`src/rtl/lin_loop_pkg.sv`:
```
package lin_loop_pkg;
  localparam int SEL_W   = 5;
  localparam int ISO_BIT = 16;
  localparam int EN_BIT  = 31;
  localparam logic [31:0] USED_MASK = 32'h8001_001F;

  // strobes from the control side to the routing datapath
  typedef struct packed {
    logic             pairOn;   // test active with a valid index
    logic             fullIso;  // 1: internal loop, 0: loop via pad
    logic [SEL_W-1:0] selIdx;   // channel paired with the last one
  } route_ctl_t;
endpackage

```
`src/rtl/lin_loop_ctrl.sv`:
```
module lin_loop_ctrl
  import lin_loop_pkg::*;
#(
  parameter int CH_NR = 8
) (
  input  logic        clk,
  input  logic        rstN,
  input  logic        wrEn,
  input  logic [31:0] wrData,
  output logic [31:0] rdData,
  output route_ctl_t  routeCtl
);
  localparam logic [SEL_W-1:0] LAST_IDX = SEL_W'(CH_NR - 1);

  logic             testEn;
  logic             isoMode;
  logic [SEL_W-1:0] selReg;

  always_ff @(posedge clk or negedge rstN) begin
    if (!rstN) begin
      testEn  <= 1'b0;
      isoMode <= 1'b0;
      selReg  <= '0;
    end else if (wrEn) begin
      testEn  <= wrData[EN_BIT];
      isoMode <= wrData[ISO_BIT];
      selReg  <= wrData[SEL_W-1:0];
    end
  end

  always_comb begin
    rdData                = '0;
    rdData[EN_BIT]        = testEn;
    rdData[ISO_BIT]       = isoMode;
    rdData[SEL_W-1:0]     = selReg;
    routeCtl.pairOn       = testEn && (selReg < LAST_IDX);
    routeCtl.fullIso      = isoMode;
    routeCtl.selIdx       = selReg;
  end
endmodule

```
`src/rtl/lin_loop_route.sv`:
```
module lin_loop_route
  import lin_loop_pkg::*;
#(
  parameter int CH_NR = 8
) (
  input  route_ctl_t       routeCtl,
  input  logic [CH_NR-1:0] chanTxOut,
  output logic [CH_NR-1:0] chanTxIn,
  output logic [CH_NR-1:0] chanRxIn,
  input  logic [CH_NR-1:0] padTxIn,
  input  logic [CH_NR-1:0] padRxIn,
  output logic [CH_NR-1:0] padTxOut
);
  localparam int LAST = CH_NR - 1;

  logic [CH_NR-1:0] selHot;
  logic             selTxOut;
  logic             selPadTx;
  logic             wiredAnd;
  logic             loopSrc;

  for (genvar i = 0; i < CH_NR; i++) begin : g_hot
    assign selHot[i] = (routeCtl.selIdx == SEL_W'(i));
  end

  assign selTxOut = |(chanTxOut & selHot);
  assign selPadTx = |(padTxIn & selHot);
  assign wiredAnd = selTxOut & chanTxOut[LAST];
  assign loopSrc  = routeCtl.fullIso ? wiredAnd : selPadTx;

  for (genvar i = 0; i < CH_NR; i++) begin : g_chan
    logic inPair;
    if (i == LAST) begin : g_last
      assign inPair = routeCtl.pairOn;
    end else begin : g_other
      assign inPair = routeCtl.pairOn && selHot[i];
    end
    assign chanTxIn[i] = inPair ? loopSrc  : padTxIn[i];
    assign chanRxIn[i] = inPair ? loopSrc  : padRxIn[i];
    assign padTxOut[i] = inPair ? wiredAnd : chanTxOut[i];
  end
endmodule

```
`src/rtl/lin_loop_router.sv`:
```
module lin_loop_router
  import lin_loop_pkg::*;
#(
  parameter int CH_NR = 8
) (
  input  logic             clk,
  input  logic             rstN,
  input  logic             wrEn,
  input  logic [31:0]      wrData,
  output logic [31:0]      rdData,
  input  logic [CH_NR-1:0] chanTxOut,
  output logic [CH_NR-1:0] chanTxIn,
  output logic [CH_NR-1:0] chanRxIn,
  input  logic [CH_NR-1:0] padTxIn,
  input  logic [CH_NR-1:0] padRxIn,
  output logic [CH_NR-1:0] padTxOut
);
  route_ctl_t routeCtl;

  lin_loop_ctrl #(.CH_NR(CH_NR)) u_ctrl (
    .clk(clk), .rstN(rstN), .wrEn(wrEn), .wrData(wrData),
    .rdData(rdData), .routeCtl(routeCtl)
  );

  lin_loop_route #(.CH_NR(CH_NR)) u_route (
    .routeCtl(routeCtl), .chanTxOut(chanTxOut), .chanTxIn(chanTxIn),
    .chanRxIn(chanRxIn), .padTxIn(padTxIn), .padRxIn(padRxIn),
    .padTxOut(padTxOut)
  );
endmodule

```
`config.mk`:
```
export PLATFORM = sky130hd
export DESIGN_NAME = lin_loop_router
export DESIGN_NICKNAME = d
export VERILOG_FILES = /design/src/rtl/lin_loop_pkg.sv /design/src/rtl/lin_loop_ctrl.sv /design/src/rtl/lin_loop_route.sv /design/src/rtl/lin_loop_router.sv
export SDC_FILE = /design/constraint.sdc
export NUM_CORES = 1
export LEC_CHECK = 0
export ABC_AREA = 1
export BUFFER_PORTS_ARGS = -buffer_cell sky130_fd_sc_hd__buf_4
export CORE_ASPECT_RATIO = 1.25
export CORE_MARGIN = 2
export CORE_UTILIZATION = 35
export DETAILED_ROUTE_END_ITERATION = 10
export PLACE_DENSITY = 0.91
export SLEW_MARGIN = 20
export SYNTH_ARGS = -nofsm -noshare
export SYNTH_HDL_FRONTEND = slang
export SYNTH_SLANG_ARGS = --single-unit
```
`constraint.sdc`:
```
create_clock -name clk -period 2.55 [get_ports clk]
set_clock_uncertainty 0.2 [all_clocks]
set_input_delay 0.6375 -clock clk [delete_from_list [all_inputs] [get_ports clk]]
set_output_delay 0.6375 -clock clk [all_outputs]
set_load 0.005 [all_outputs]
```
==> impl_results.md, run 1 <==
* Status: finished, violations left
* Failing checks: setup timing
* Clk sinks at 7
* Setup crit start: u_ctrl.selReg[1]
* Hold Crit Class: in -> reg
* Max incr delay on CP at around 460 ps
* Largest net degree at the start of global routing at 13
* Area Overhead vs Synth at 53.73%
* Cell Chain, Critical Path: nand2_2 -> clkinv_2 -> nand4_1 -> nand2_1 -> nor2_1 -> nand2_2 -> nand3_2 -> nand2_4 -> nand2_2 -> nand2_1 -> buf_4
* # setup viols final at 16
* First-pass GRT wire length at between 5000 and 6000 µm
* Total GRT Usage at ~20%
* Leakage at 0.9158 nW
* Buffers added on ports at between 60 and 70
* Die extent in y at 65.45 µm
* Starting Density at approximately 36%
* Final slew viol count at 0
* Antenna viol nets, final at 0
* Core Region at a little under 0.003 mm²
* Most frequent cell after synthesis: nand2_1
* Asr flop ratio synth at between 90% and 100%
* Fin nets at 310
* Count of final hold-check violations at 0
* Crit Path Category: reg -> out
* Most used cell, CP: nand2_2
* Share of power burned in the clock network at approximately a fifth
* Register-to-Register Path Depth at 2
* Period minus WS final at about 2600 ps
* Fmax at just under 400 MHz
* Final Util at 55.70%
* Vias per inst at about 4.6
* Final HPWL DP at 2443 µm
* Reg-to-reg startpoint: u_ctrl.selReg[3]
* Die Span X at 53.16 µm
* CTS tree: built
* Routed wire length at 3161 µm
* Crit-path max FO at 8
* Startpoint types: flop
* Post-synth EDFFs at 0
* Drt pass-1 iters at 4
* I/O pins at roughly 120
* Clock transition at the registers of the reported paths at ~50 ps
* Top_reg_cell synth: dfrtp_1
* Slowest cell on the critical path: dfrtp_2
* Vias at 1315
* Clock root cell: clkbuf_4
* Sw frac at 38.16%
* WP data arrival at roughly 1700 ps
* Distinct cell type count after synthesis at 19
* Clock latency on the worst-skew pair at between 200 and 300 ps
* Cell Area, Synth at 0.001057 mm²
* Final period util at 101.1%
* Mapped Cells at roughly 180
* DRC violations left at 0
* Pre-CTS setup slack at roughly 60 ps
* Logic gate share of total power at roughly half
* #FFs+latches synth at 7
* Hold wc startpoint: wrData[0]
* Antenna violations before repair at 0
* Net switching power at around 190 µW
* Largest area contributor in the netlist: nand2_1
* Seq/Total Area, Yosys at roughly 17%
* Depth of the worst hold-timing path at 3
* Die area at between 0.003 and 0.004 mm²
* GPL Wtd Cong at roughly 0.83
* Rows at 22
* Hold Slack at 396.6 ps
* Pwr dens at 305.3 mW/mm²
* DR WL/cell at 11.05 µm
* Share of cells above drive strength 1 at a little under half
* Deepest clock path buffer count at 2
* MaxCap Viol Count at 0
* Syn Area/Cell at between 5 and 6 µm²
* WP data required at about 1700 ps
* Setup ws final at -28.39 ps
* RSZ-0062 raised after global routing: true
* Internal Power at ~310 µW
* H-tree depth at 1
* Max VDD drop at roughly 260 µV
* GR Overflow Total at 0
* Synth area leaders: nand2_1 (22%), buf_4 (21%), dfrtp_1 (17%), nand4_1 (7.7%), nand2_2 (6.5%)
* Synth cell count leaders: nand2_1 (62), buf_4 (29), nand4_1 (13)
* DR iter-0 viols at 24
* Seq pwr share at a little under a third
* Inserted Clock Buffers at 3
* Antenna cell count at 0
* Number of global-route vias before repair at about 1300
* Pwr Total at a little under 500 µW
* Top cell type's share of synthesized area at between 20% and 30%
* Ys Warns at 0
* Crit. End Element: output port
power by group through the flow:
| stage | clock network [mW] | logic, mW | registers (mW) |
|---|---|---|---|
| 2_1_floorplan | 0 | 0.137 | 0.136 |
| 3_3_place_gp | 0 | 0.215 | 0.138 |
| 3_5_place_dp | 0 | 0.219 | 0.139 |
| 4_1_cts | 0.102 | 0.245 | 0.148 |
| 5_1_grt | 0.118 | 0.275 | 0.150 |
| 6_report | 0.0989 | 0.249 | 0.149 |
state kept, by name (all words and copies together) (netlist names):
name	count
u_ctrl.isoMode	1
u_ctrl.testEn	1
u_ctrl.selReg	5
kinds of logic (layout without fill, tap and decap cells):
kind of cell / Yosys count / count (layout) / share of synthesized area (%)
flip-flops: 7 / 7 / 16.57
AND/OR/NAND/NOR: 109 / 111 / 48.16
AO/OA/AOI/OAI: 13 / 13 / 6.154
other: 1 / 25 / 0.3547
buffers and inverters: 46 / 92 / 26.63
multiplexers: 2 / 2 / 2.130
worst paths after layout:
kind	to	slack (ps)
setup / recovery	chanRxIn[3]	-30
hold / removal	u_ctrl.selReg[0]	400
setup reg to reg	u_ctrl.selReg[3]	1320
hold reg to reg	u_ctrl.testEn	410
max in group asynchronous	u_ctrl.selReg[4]	1490
min in group asynchronous	u_ctrl.selReg[0]	530
worst max-delay path, delay by kind of cell (launching register included):
family / cells / cell delay, ps
buffers and inverters: 2 / 210
AND/OR/NAND/NOR: 9 / 840
flip-flops: 1 / 460
what timing repair did:
| item | 4_1_cts | 5_1_grt |
|---|---|---|
| endpoints found under the setup margin | 24 | 24 |
| hold buffers | 1 | 0 |
| pin swaps | 8 | 3 |
| setup buffers | 5 | 1 |
| gates resized for setup | 20 | 1 |
| cloned | 2 | 0 |
| hold endpoints to repair | 7 | 0 |
routing by layer:
metal / global-route usage [%] / wire length, µm
met1: 19.38 / 1031
met4: 11.86 / 78
met3: 3.182 / 303
met5: 0 / 0
met2: 37.66 / 1748
cell type report:
class | instances | area (µm²)
multi-input combinational | 151 | 759.5
inverter | 16 | 66.31
sequential | 7 | 181.4
timing repair buffer | 72 | 546.8
tap | 36 | 45.04
fill | 297 | 1292
clock buffer | 4 | 26.28
metrics by stage:
step,instances,setup TNS (ps),instance area [µm²]
floorplan,202,0,1147
global placement,273,0,1459
detailed placement,273,0,1459
CTS,285,-203.6,1614
global route,286,-3560,1625
finish,286,-327.9,1625
cells in the final DEF (no fill, tap or decap), types with 2 or more instances in the layout:
master / Yosys / final
buf_4: 29 / 70
clkbuf_4: 0 / 3
conb_1: 1 / 25
dfrtp_1: 7 / 2
dfrtp_2: 0 / 5
inv_1: 6 / 6
inv_2: 8 / 8
mux2_2: 2 / 2
nand2_1: 62 / 61
nand2_2: 11 / 12
nand3_1: 3 / 2
nand3_2: 2 / 2
nand4_1: 13 / 13
nor2_1: 9 / 8
nor2_4: 0 / 7
nor3_1: 3 / 3
o21ai_0: 5 / 5
o21ai_1: 8 / 7
No activity file was read; power rests on OpenSTA's default activity.
==> run 2: changes to the inputs <==
CORE_MARGIN = 1   (was 2)
==> run 2 against run 1 <==
  * The flow still finishes with violations (setup timing)
  * Global-route usage is 1.3 points lower
  * Register-to-register slack better by 70 ps
  * Worst setup slack worse by 51 ps
  * Critical path depth stayed put
  * First-iteration DRC count is 46% lower
  * Clock-buffer cell count stayed put
  * Power is 3.1% higher
  * Cell count is 1.4% lower
  * Hold slack hardly changed
  * Fmax is 1.9% lower
  * Sequential share of layout area is 0.32 points lower
  * Sequential power hardly changed
  * Critical path type unchanged
==> impl_results.md, run 2 (same netlist as run 1, synthesis figures left out) <==
* Status: finished, violations left
* Failing checks: setup timing
* CTS tree: built
* Antenna violations before repair at 0
* Largest registers: u_ctrl.selReg x5, u_ctrl.isoMode x1, u_ctrl.testEn x1
* Vias at 1311
* Register with the most flip-flops: u_ctrl.selReg
* Area Overhead vs Synth at 58.22%
* Max incr delay on CP at between 500 and 600 ps
* Placed Area at between 0.001 and 0.0015 mm²
* Final Util at approximately three fifths
* Deepest clock path buffer count at 2
* Fillers at ~290
* Number of flip-flops in the largest register at 5
* Total GRT Usage at 18.66%
* Clock transition at the registers of the reported paths at roughly 50 ps
* Pwr dens at 305.6 mW/mm²
* Inserted Clock Buffers at 3
* RSZ-0062 raised after global routing: true
* WP data arrival at approximately 1800 ps
* Final slew viol count at 0
* Commonest non-fill, non-tap cell in the layout: buf_4
* Rows at 21
* Share of cells above drive strength 1 at about half
* Largest net degree at the start of global routing at 13
* Leakage at 0.9359 nW
* Fin nets at 308
* First-pass GRT wire length at 4650 µm
* Final HPWL DP at roughly 2300 µm
* Vias per inst at 4.649
* Count of final hold-check violations at 0
* Setup TNS Final at -1091 ps
* Crit Path Category: reg -> out
* Crit. End Element: output port
* DR WL/cell at around 11 µm
* I/O pins at approximately 120
* Die extent in y at around 63 µm
* Buffers added on ports at 64
* Hold Crit Class: in -> reg
* Post-Place Cells at 272
* Die area at 0.003246 mm²
* # setup viols final at 17
* Fin cells at around 280
* Max VDD drop at around 300 µV
* MaxCap Viol Count at 0
* Crit-path max FO at 8
* DRC violations left at 0
* Clock root cell: clkbuf_4
* Core Region at approximately 0.0028 mm²
* WP data required at roughly 1700 ps
* Routed wire length at 3118 µm
* WL met1 at 1181 µm
* Die Span X at a little over 50 µm
* GPL Wtd Cong at around 0.84
* DR iter-0 viols at 13
* Cell Chain, Critical Path: inv_4 -> nor2_4 -> nand4_1 -> nand2_1 -> nor2_1 -> nand2_2 -> nand3_4 -> nand2_8 -> nand2_2 -> nand2_1 -> buf_4
* H-tree depth at 1
* Startpoint types: flop
* Final period util at 103.1%
* Max Used Layer: met4
* Slowest cell on the critical path: dfrtp_2
* Antenna viol nets, final at 0
* Period minus WS final at between 2000 and 3000 ps
* Starting Density at around 38%
* Commonest non-fill, non-tap cells in the layout: buf_4 (67), nand2_1 (57), conb_1 (25)
* GR Overflow Total at 0
* Antenna cell count at 0
* Setup ws final at -78.99 ps
* Clock latency on the worst-skew pair at 240 ps
* Drt pass-1 iters at 4
* Fmax at about 380 MHz
* Met2 routed WL at ~1700 µm
* Post-route cell area at approximately 0.0017 mm²
* Hold Slack at 396.7 ps
* Clk sinks at 7
* Routed met3 length at 204 µm
* Number of global-route vias before repair at between 1000 and 1500
-- run 2: changes by cell type in the layout (fill, tap and decap cells not counted), sizes merged --
cell	before	now
inv	14	15
clkinv	2	1
buf	71	70
nor2	16	15
-- run 2: final cells by class --
cell class / instances / area (µm²) / share of cell area (%)
tap: 34 / 42.54 / 2.543
multi-input combinational: 150 / 803.3 / 48.02
clock buffer: 4 / 26.28 / 1.571
timing repair buffer: 71 / 555.5 / 33.21
inverter: 16 / 63.81 / 3.815
sequential: 7 / 181.4 / 10.85
-- run 2: where the power goes --
part	internal [mW]	switching, mW
logic	0.133	0.132
registers	0.123	0.0257
clock network	0.0595	0.0380
-- run 2: stage by stage --
stage,worst slack [ps],power [mW]
finish,-78.99,0.5113
floorplan,349.7,0.2736
global placement,121.9,0.3550
global route,-198.5,0.5539
detailed placement,88.96,0.3593
CTS,-47.20,0.4681
-- run 2: worst max-delay path: cells and delay by family, from the launching register on --
| family | cells | cell delay [ps] |
|---|---|---|
| buf+inv | 2 | 180 |
| flops | 1 | 520 |
| simple gates | 9 | 840 |
-- run 2: routing by layer --
layer | track usage (%) | vias up
li1 | - | 661
met1 | 19.47 | 585
met2 | 35.03 | 63
met3 | 2.415 | 2
met4 | 9.028 | 0
met5 | 0 | -
-- run 2: worst paths after layout --
path,start,to,slack (ps),cells after the start
min reg2reg,u_ctrl.testEn,u_ctrl.testEn,440,1
min in group asynchronous,rstN,u_ctrl.selReg[0],540,2
max in group asynchronous,rstN,u_ctrl.selReg[4],1490,2
min,wrData[0],u_ctrl.selReg[0],400,3
max reg2reg,u_ctrl.selReg[3],u_ctrl.selReg[3],1390,2
max,u_ctrl.selReg[0],chanRxIn[6],-80,11
-- run 2: what timing repair did --
action | CTS | global route
cloned | 0 | 1
buffers inserted | 1 | 3
hold endpoints to repair | 7 | 0
setup endpoints to repair | 24 | 24
hold buffers | 1 | 0
resized for setup | 9 | 25
pin swaps | 3 | 13
==> run 3: changes to the inputs <==
RECOVER_POWER = 100   (was unset)
==> run 3 against run 2 <==
  * The flow still finishes with violations (setup timing)
  * Critical path depth unchanged
  * Wire length increased by 0.19%
  * Design area decreased by 0.45%
  * Core utilization decreased by 0.27 points
  * Cell count unchanged
  * Fmax about the same
  * Clock power about the same
  * Combinational power about the same
  * Non-clock buffer count unchanged
  * Global-route usage unchanged
  * Via count about the same
  * Critical endpoint unchanged
  * Largest power group unchanged
  * Highest routed layer unchanged
==> impl_results.md, run 3 (same netlist as run 1, synthesis figures left out) <==
* Area Overhead vs Synth at 57.52%
* DRC violations left at 0
* RSZ-0062 raised after global routing: true
* Setup ws final at -78.89 ps
* Setup TNS Final at -1092 ps
* FF/Latch Area at roughly 180 µm²
* Clock root cell: clkbuf_4
* Vias at around 1300
* Fillers at a little under 300
* H-tree depth at 1
* Routed wire length at about 3100 µm
* Inserted Clock Buffers at 3
* Failing checks: setup timing
* Antenna violations before repair at 0
* Drt pass-1 iters at 4
* Clock latency on the worst-skew pair at between 200 and 250 ps
* Fin cells at ~280
* CTS tree: built
* Share of power burned in the clock network at about a fifth
* WP data arrival at 1790 ps
* Net switching power at about 200 µW
* Clk sinks at 7
* Buffers added on ports at 64
* Die area at roughly 0.0032 mm²
* # setup viols final at 17
* Share of cells above drive strength 1 at approximately 48%
* Grt met2 use at roughly a third
* Logic gate share of total power at roughly half
* Status: finished, violations left
* Count of final hold-check violations at 0
* Die Span X at between 50 and 60 µm
* First-pass GRT wire length at 4650 µm
* Clock transition at the registers of the reported paths at roughly 50 ps
* GR Overflow Total at 0
* Met3 global-route usage at under 10%
* Antenna cell count at 0
* Seq pwr share at between 20 and 30%
* DR iter-0 viols at 13
* Hold Crit Class: in -> reg
* Crit Path Category: reg -> out
* Register-to-Register Path Depth at 2
* Largest registers: u_ctrl.selReg x5, u_ctrl.isoMode x1, u_ctrl.testEn x1
* Vias per inst at 4.645
* Rows at 21
* Crit-path max FO at 8
* Antenna viol nets, final at 0
* Leakage at 0.9287 nW
* I/O pins at roughly 120
* WP data required at between 1500 and 2000 ps
* GPL Wtd Cong at 0.8444
* Starting Density at roughly 38%
* GR peak layer: met2
* Depth of the worst hold-timing path at 3
* DR WL/cell at 11.08 µm
* Number of global-route vias before repair at 1131
* Total GRT Usage at a little under a fifth
* Commonest non-fill, non-tap cell in the layout: buf_4
* Fmax at 380.4 MHz
* Grt met1 use at between 10% and 20%
* Internal Power at about 310 µW
* Die extent in y at ~63 µm
* Post-route cell area at approximately 0.0017 mm²
* Post-Place Cells at around 270
* Period minus WS final at between 2000 and 3000 ps
* Deepest clock path buffer count at 2
* Crit. End Element: output port
* Final HPWL DP at between 2000 and 2500 µm
* Core Region at 0.002785 mm²
* Commonest non-fill, non-tap cells in the layout: buf_4 (65), nand2_1 (57), conb_1 (25)
* Fin nets at 308
* Number of flip-flops in the largest register at 5
* Startpoint types: flop
* MaxCap Viol Count at 0
* Hold Slack at roughly 400 ps
* Register with the most flip-flops: u_ctrl.selReg
* Pwr dens at between 300 and 400 mW/mm²
* Area occupied by multi-input gates at ~800 µm²
* Final period util at 103.1%
* Sw frac at between 30 and 40%
* Max VDD drop at between 200 and 300 µV
* Final slew viol count at 0
* Largest net degree at the start of global routing at 13
* Placed Area at approximately 0.0015 mm²
[run 3: path summary, 6_finish.rpt]
path / endpoint / startpoint / slack [ps]
max in group asynchronous: u_ctrl.selReg[4] / rstN / 1260
min: u_ctrl.selReg[0] / wrData[0] / 400
max reg2reg: u_ctrl.selReg[3] / u_ctrl.selReg[3] / 1390
max: chanRxIn[6] / u_ctrl.selReg[0] / -80
min in group asynchronous: u_ctrl.testEn / rstN / 610
min reg2reg: u_ctrl.testEn / u_ctrl.testEn / 430
[run 3: area by class of cell]
cell class	count	area share [%]
clock buffer	4	1.578
inverter	16	3.832
multi-input combinational	150	48.23
sequential	7	10.89
tap	34	2.554
timing repair buffer	71	32.91
[run 3: worst max-delay path, cell delays in order (launching register included)]
cell and delay, ps:
dfrtp_2 520, inv_4 80, nor2_4 170, nand4_1 90, nand2_1 80, nor2_1 40
nand2_2 110, nand3_4 100, nand2_8 120, nand2_2 70, nand2_1 60, buf_4 100
[run 3: routing by layer]
metal / routed length [µm] / share of wire [%]
met2: 1709 / 55
met3: 205 / 6.6
met1: 1183 / 38
met5: 0 / 0
met4: 26 / 0.83
[run 3: what timing repair did]
| action | in CTS | in global routing |
|---|---|---|
| setup buffers | 1 | 3 |
| hold buffers | 1 | 0 |
| endpoints found under the setup margin | 24 | 24 |
| pin swaps | 3 | 13 |
| endpoints found under the hold margin | 7 | 0 |
| resized for setup | 9 | 25 |
| cloned | 0 | 1 |
[run 3: power groups by stage]
stage / clock [mW] / sequential, mW / combinational [mW]
final: 0.0975 / 0.149 / 0.264
after global routing: 0.113 / 0.150 / 0.290
after CTS: 0.0997 / 0.142 / 0.227
after detailed placement: 0 / 0.139 / 0.220
after global placement: 0 / 0.138 / 0.217
after floorplan: 0 / 0.136 / 0.137
[run 3: stage by stage]
step / setup slack, ps / util (%) / power, mW
finish: -78.89 / 59.79 / 0.5098
global route: -198.5 / 59.79 / 0.5524
CTS: -47.20 / 54.99 / 0.4681
detailed placement: 88.96 / 52.56 / 0.3593
global placement: 121.9 / 52.56 / 0.3550
floorplan: 349.7 / - / 0.2736
